`config.mk`:
```
export PLATFORM = sky130hd
export DESIGN_NAME = uart_block_framer
export DESIGN_NICKNAME = d
export VERILOG_FILES = /design/src/rtl/framer_pkg.sv /design/src/rtl/framer_rst_sync.sv /design/src/rtl/framer_rx_assembler.sv /design/src/rtl/framer_tx_serializer.sv /design/src/rtl/uart_block_framer.sv
export SDC_FILE = /design/constraint.sdc
export NUM_CORES = 1
export LEC_CHECK = 0
export BUFFER_PORTS_ARGS = -buffer_cell sky130_fd_sc_hd__buf_2
export CORE_MARGIN = 1.5
export CORE_UTILIZATION = 54
export DETAILED_ROUTE_END_ITERATION = 10
export PLACE_DENSITY = 0.9
export SLEW_MARGIN = 20
export SYNTH_ARGS = -nofsm -noshare
export SYNTH_HDL_FRONTEND = slang
export SYNTH_HIERARCHICAL = 1
export SYNTH_SLANG_ARGS = --single-unit
export TNS_END_PERCENT = 50
```
`constraint.sdc`:
```
create_clock -name clk -period 9.98 [get_ports clk]
set_input_delay 0.998 -clock clk [delete_from_list [all_inputs] [get_ports clk]]
set_output_delay 0.998 -clock clk [all_outputs]
set_load 0.005 [all_outputs]
```
`src/rtl/framer_pkg.sv`:
```
package framer_pkg;
  typedef enum logic [1:0] {
    ST_COLLECT = 2'd0,
    ST_CIPHER  = 2'd1,
    ST_SEND    = 2'd2
  } framer_state_e;
endpackage

```
`src/rtl/framer_rst_sync.sv`:
```
module framer_rst_sync #(
  parameter int STAGES = 2
) (
  input  logic clk,
  input  logic rst_n,
  output logic rst_sync_n
);
  logic [STAGES-1:0] sync_q;

  always_ff @(posedge clk or negedge rst_n) begin
    if (!rst_n) sync_q <= '0;
    else        sync_q <= {sync_q[STAGES-2:0], 1'b1};
  end

  assign rst_sync_n = sync_q[STAGES-1];
endmodule

```
`src/rtl/framer_rx_assembler.sv`:
```
module framer_rx_assembler #(
  parameter int BYTE_W    = 8,
  parameter int BLK_BYTES = 16,
  localparam int BLK_W    = BYTE_W * BLK_BYTES,
  localparam int CNT_W    = $clog2(BLK_BYTES)
) (
  input  logic              clk,
  input  logic              rst_n,
  input  logic              take,
  input  logic [BYTE_W-1:0] byte_in,
  output logic [BLK_W-1:0]  blk,
  output logic              last
);
  localparam logic [CNT_W-1:0] CNT_MAX = CNT_W'(BLK_BYTES - 1);

  logic [CNT_W-1:0] cnt_q, cnt_d;
  logic [BLK_W-1:0] buf_q, buf_d;

  assign last = (cnt_q == CNT_MAX);

  always_comb begin
    cnt_d = cnt_q;
    buf_d = buf_q;
    if (take) begin
      buf_d = {buf_q[BLK_W-BYTE_W-1:0], byte_in};
      cnt_d = last ? '0 : cnt_q + 1'b1;
    end
  end

  always_ff @(posedge clk or negedge rst_n) begin
    if (!rst_n) begin
      cnt_q <= '0;
      buf_q <= '0;
    end else if (take) begin
      cnt_q <= cnt_d;
      buf_q <= buf_d;
    end
  end

  assign blk = buf_q;

  assert_cnt_bound_R4: assert property (@(posedge clk) disable iff (!rst_n)
    cnt_q <= CNT_MAX);
  assert_hold_when_idle_R8: assert property (@(posedge clk) disable iff (!rst_n)
    !take |=> $stable(buf_q));
  assert_wrap_R4: assert property (@(posedge clk) disable iff (!rst_n)
    (take && last) |=> (cnt_q == '0));
endmodule

```
`src/rtl/framer_tx_serializer.sv`:
```
module framer_tx_serializer #(
  parameter int BYTE_W    = 8,
  parameter int BLK_BYTES = 16,
  localparam int BLK_W    = BYTE_W * BLK_BYTES,
  localparam int IDX_W    = $clog2(BLK_BYTES)
) (
  input  logic              clk,
  input  logic              rst_n,
  input  logic              load,
  input  logic [BLK_W-1:0]  load_data,
  input  logic              advance,
  output logic [BYTE_W-1:0] byte_out,
  output logic              last
);
  localparam logic [IDX_W-1:0] IDX_MAX = IDX_W'(BLK_BYTES - 1);

  logic [BLK_W-1:0] sr_q, sr_d;
  logic [IDX_W-1:0] idx_q, idx_d;

  always_comb begin
    sr_d  = sr_q;
    idx_d = idx_q;
    if (load) begin
      sr_d  = load_data;
      idx_d = '0;
    end else if (advance) begin
      sr_d  = {sr_q[BLK_W-BYTE_W-1:0], {BYTE_W{1'b0}}};
      idx_d = idx_q + 1'b1;
    end
  end

  always_ff @(posedge clk or negedge rst_n) begin
    if (!rst_n) begin
      sr_q  <= '0;
      idx_q <= '0;
    end else if (load || advance) begin
      sr_q  <= sr_d;
      idx_q <= idx_d;
    end
  end

  assign byte_out = sr_q[BLK_W-1 -: BYTE_W];
  assign last     = (idx_q == IDX_MAX);

  assert_idx_bound_R6: assert property (@(posedge clk) disable iff (!rst_n)
    advance |-> (idx_q != IDX_MAX));
  assert_shift_hold_R6: assert property (@(posedge clk) disable iff (!rst_n)
    (!load && !advance) |=> $stable(sr_q));
endmodule

```
`src/rtl/uart_block_framer.sv`:
```
module uart_block_framer
  import framer_pkg::*;
#(
  parameter int BYTE_W    = 8,
  parameter int BLK_BYTES = 16,
  localparam int BLK_W    = BYTE_W * BLK_BYTES
) (
  input  logic              clk,
  input  logic              rst_n,
  input  logic [BYTE_W-1:0] rx_byte,
  input  logic              rx_tick,
  output logic [BLK_W-1:0]  blk_data,
  output logic              blk_ready,
  input  logic [BLK_W-1:0]  ct_data,
  input  logic              ct_done,
  output logic [BYTE_W-1:0] tx_byte,
  output logic              tx_go,
  input  logic              tx_byte_done,
  output logic              frame_sent,
  output logic              overrun
);
  logic rst_sync_n;
  framer_state_e state_q, state_d;
  logic rx_take, rx_last, tx_adv, tx_last, tx_load;
  logic blk_ready_q, tx_go_q, frame_sent_q, overrun_q;
  logic blk_ready_d, tx_go_d, frame_sent_d, overrun_d;

  framer_rst_sync #(.STAGES(2)) u_rst_sync (
    .clk(clk), .rst_n(rst_n), .rst_sync_n(rst_sync_n));

  assign rx_take = rx_tick && (state_q == ST_COLLECT);
  assign tx_load = ct_done && (state_q == ST_CIPHER);
  assign tx_adv  = tx_byte_done && (state_q == ST_SEND);

  framer_rx_assembler #(.BYTE_W(BYTE_W), .BLK_BYTES(BLK_BYTES)) u_rx (
    .clk(clk), .rst_n(rst_sync_n), .take(rx_take), .byte_in(rx_byte),
    .blk(blk_data), .last(rx_last));

  framer_tx_serializer #(.BYTE_W(BYTE_W), .BLK_BYTES(BLK_BYTES)) u_tx (
    .clk(clk), .rst_n(rst_sync_n), .load(tx_load), .load_data(ct_data),
    .advance(tx_adv && !tx_last), .byte_out(tx_byte), .last(tx_last));

  always_comb begin
    state_d = state_q;
    unique case (state_q)
      ST_COLLECT: if (rx_take && rx_last) state_d = ST_CIPHER;
      ST_CIPHER:  if (ct_done)            state_d = ST_SEND;
      ST_SEND:    if (tx_adv && tx_last)  state_d = ST_COLLECT;
      default:                            state_d = ST_COLLECT;
    endcase
    blk_ready_d  = rx_take && rx_last;
    tx_go_d      = tx_load || (tx_adv && !tx_last);
    frame_sent_d = tx_adv && tx_last;
    overrun_d    = overrun_q || (rx_tick && (state_q != ST_COLLECT));
  end

  always_ff @(posedge clk or negedge rst_sync_n) begin
    if (!rst_sync_n) begin
      state_q      <= ST_COLLECT;
      blk_ready_q  <= 1'b0;
      tx_go_q      <= 1'b0;
      frame_sent_q <= 1'b0;
      overrun_q    <= 1'b0;
    end else begin
      state_q      <= state_d;
      blk_ready_q  <= blk_ready_d;
      tx_go_q      <= tx_go_d;
      frame_sent_q <= frame_sent_d;
      overrun_q    <= overrun_d;
    end
  end

  assign blk_ready  = blk_ready_q;
  assign tx_go      = tx_go_q;
  assign frame_sent = frame_sent_q;
  assign overrun    = overrun_q;

  assert_ready_pulse_R3: assert property (@(posedge clk) disable iff (!rst_sync_n)
    blk_ready |=> !blk_ready);
  assert_ready_waits_core_R3: assert property (@(posedge clk) disable iff (!rst_sync_n)
    blk_ready |-> (state_q == ST_CIPHER));
  assert_go_in_send_R6: assert property (@(posedge clk) disable iff (!rst_sync_n)
    tx_go |-> (state_q == ST_SEND));
  assert_go_pulse_R5: assert property (@(posedge clk) disable iff (!rst_sync_n)
    tx_go |=> !tx_go);
  assert_frame_end_R7: assert property (@(posedge clk) disable iff (!rst_sync_n)
    frame_sent |-> ((state_q == ST_COLLECT) && !tx_go));
  assert_overrun_sticky_R8: assert property (@(posedge clk) disable iff (!rst_sync_n)
    overrun |=> overrun);
  assert_drop_flags_R8: assert property (@(posedge clk) disable iff (!rst_sync_n)
    (rx_tick && (state_q != ST_COLLECT)) |=> overrun);
  assert_core_ignored_R9: assert property (@(posedge clk) disable iff (!rst_sync_n)
    (ct_done && (state_q == ST_COLLECT)) |=> !tx_go);
  assert_done_ignored_R10: assert property (@(posedge clk) disable iff (!rst_sync_n)
    (tx_byte_done && (state_q != ST_SEND)) |=> (!tx_go && !frame_sent));
endmodule

```
==> reports/results.tsv <==
metric	value	unit
layer with the highest usage	met2	
share of the synthesized area in the top cell type	0.587	
Leak	6.71	nW
GRT Total Usage	0.225	
Detailed Place HPWL	17200	um
root buf cell	clkbuf_16	
Cell variety after synth	29	
CP cell instances	or2_4 -> nor2_4 -> buf_4 -> buf_4 -> mux2_2	
Power, Total	4.52	mW
post_cts resized	0	
fraction of registers with async set/reset	1.00	
Syn Inst Count	895	
DR vias	7577	
Mapped Nets	1038	
M2 GR Usage	0.377	
slowest stage delay, CP	0.90	ns
maxcap violations	0	
Die Ht	150	um
post-CTS setup buffer count	0	
worst hold path type	in -> async	
placed instance area	12900	um^2
Peak VDD IR	0.000209	V
most frequent cell after synthesis	dfrtp_1	
drt total wl	25700	um
Startpoint Class	flip-flop	
Fin. Hold Viols	0	
Worst R2R Path Depth	5	
Main synth FF type	dfrtp_1	
Die Width	150	um
crit-path most repeated cell	buf_4	
Slew Viols, Final	0	
ratio of cells with drive above 1 in the final layout	0.405	
Final min period	3.09	ns
residual DRC count	0	
full die area	22400	um^2
Initial Utilization	0.552	
DRT Pass-1 Iters	4	
Fmax	324	MHz
fin crit share	0.309	
initial DRC count	365	
largest net degree at the start of global routing	197	
Synth top cells by count	dfrtp_1 (272), nand2_1 (131), mux2i_1 (121), mux2_2 (72), o21ai_0 (72)	
Worst setup endpoint	u_rx/blk[7]	
setup TNS	0	ns
Ys Warns	6	
CP Launch Point	state_q[0]	
Post-Syn Area	11600	um^2
vias in the first global route	7643	
Filler cells	1504	
Reg2Reg Setup Slack	6.89	ns
RSZ-0062 raised after global routing	false	
initial antenna violation count	5	
number of flops mapped to enable cells by yosys	0	
IO buf count	280	
crit-path max FO	77	
Worst-path clk slew	0.07	ns
Num CTS Buffers	28	
total grt overflow	0	
Max Buffers Root-to-Sink	3	
GP Congestion	0.834	
CTS Hold Bufs	0	
Wirelength per Cell	17.7	um
Slew headroom	0.328	
required time of the critical path	10.39	ns
Core Area	21000	um^2
first-pass GRT wire length	40000	um
Critical-path top delay cell	buf_4	
GR Util met3	0.0323	
#FFs+latches synth	272	
clock sinks	272	
end of the worst register-to-register path	u_rx/blk[7]	
Post-Layout Inst Area	14100	um^2
ranking of synthesized cells by area	dfrtp_1 (59%), mux2i_1 (10%), mux2_4 (7.4%), mux2_2 (7.0%), nand2_1 (4.2%)	
final layout net count	1290	
CTS tree	built	
row count	53	
Yosys top cell by area	dfrtp_1	
Clock H-tree levels	1	
Syn Area/Cell	13.0	um^2
Critical R2R Launch	state_q[0]	
Fin Clk Skew	0.0190	ns
Crit. End Element	flip-flop	
worst skew pair latency	0.53	ns
Pwr per Cell Area	321	nW/um^2
P&R area growth vs syn	21.7	%
drt via density	5.23	
CP Class	reg -> reg	
met1 Usage GRT	0.297	
status	finished clean	
Setup Viol. Count Final	0	
final antenna-violating net count	0	
crit path DAT	3.50	ns
post-synthesis sequential area ratio	0.587	
Boundary Pins	281	
Worst-Margin Slew	1.01	ns
final cells by class:
cell class                      count  area (um^2)  share of cell area
Inverter                            2         12.5            0.000887
Clock buffer                       36          802              0.0568
Multi-Input combinational cell    554         4310               0.306
Timing Repair Buffer              289         1520               0.108
Tap cell                          275          344              0.0244
Sequential cell                   272         6810               0.483
Antenna cell                        6         15.0             0.00106
Clock inverter                     16          293              0.0207
where the power goes:
part	switching [mW]	leakage (nW)	internal, mW	total (mW)
Clock	0.432	0.533	0.775	1.21
Sequential	0.377	3.53	1.60	1.98
Combinational	0.568	2.65	0.773	1.34
through the flow:
step / setup slack (ns) / utilization / cells / hold slack [ns]
global route: 6.76 / 0.671 / 1449 / 0.217
CTS: 6.73 / 0.668 / 1442 / 0.220
global placement: 6.44 / 0.616 / 1390 / 0.336
floorplan: 1.84 / - / 895 / 0.331
detailed placement: 6.35 / 0.616 / 1390 / 0.336
finish: 6.89 / 0.671 / 1450 / 0.247
how the worst min path moves through the flow:
| stage | slack, ns | endpoint | cells past startpoint |
|---|---|---|---|
| after detailed placement | 0.34 | u_rst_sync/sync_q[1] | 0 |
| after CTS | 0.22 | u_rst_sync/sync_q[1] | 1 |
| final | 0.25 | u_rst_sync/sync_q[1] | 1 |
| after global placement | 0.34 | u_rst_sync/sync_q[1] | 0 |
| after global routing | 0.22 | u_rst_sync/sync_q[1] | 1 |
| after floorplan | 0.33 | u_rst_sync/sync_q[1] | 0 |
flip-flops by register name (all words and copies together), names as in the netlist:
signal / flops
u_tx/sr_q: 128
u_tx/idx_q: 4
u_rst_sync/sync_q: 2
u_rx/cnt_q: 4
state_q: 2
blk_ready: 1
frame_sent: 1
tx_go: 1
overrun: 1
u_rx/blk: 128
worst max-delay path: cells and delay by family (launching register included):
family        cells  cell delay, ns
mux               1            0.42
simple gates      2            0.45
buf+inv           2            1.62
flops             1            0.42
cell usage in the layout, fill, tap and decap left out, drive strengths merged:
cell	count
clkinvlp	2
a21o	1
conb	1
dfrtp	272
nand2	131
mux2	130
and3	2
buf	289
nor2b	2
o21ai	133
inv	3
a21oi	2
mux2i	121
and2	1
ha	2
xnor2	2
diode	6
nor2	6
or2	1
clkinv	5
nand3b	3
clkbuf	36
bufinv	8
a21bo	1
nand2b	12
o22ai	1
nand4	2
metal layers:
layer | vias up | routed length, um
met1 | 3728 | 10900
met3 | 51 | 1040
met4 | 0 | 833
li1 | 3599 | -
met5 | - | 0
met2 | 199 | 12900
kinds of logic after synthesis:
family | count (synthesis) | share of synthesized area
other | 1 | 0.000323
buffers and inverters | 69 | 0.0426
adders and majority gates | 2 | 0.00216
xor gates and xnor gates | 2 | 0.00151
DFF | 272 | 0.587
and+or+nand+nor | 160 | 0.0573
muxes | 251 | 0.249
AOI/OAI and AO/OA | 138 | 0.0603
Power figures use the tool's default switching activity.
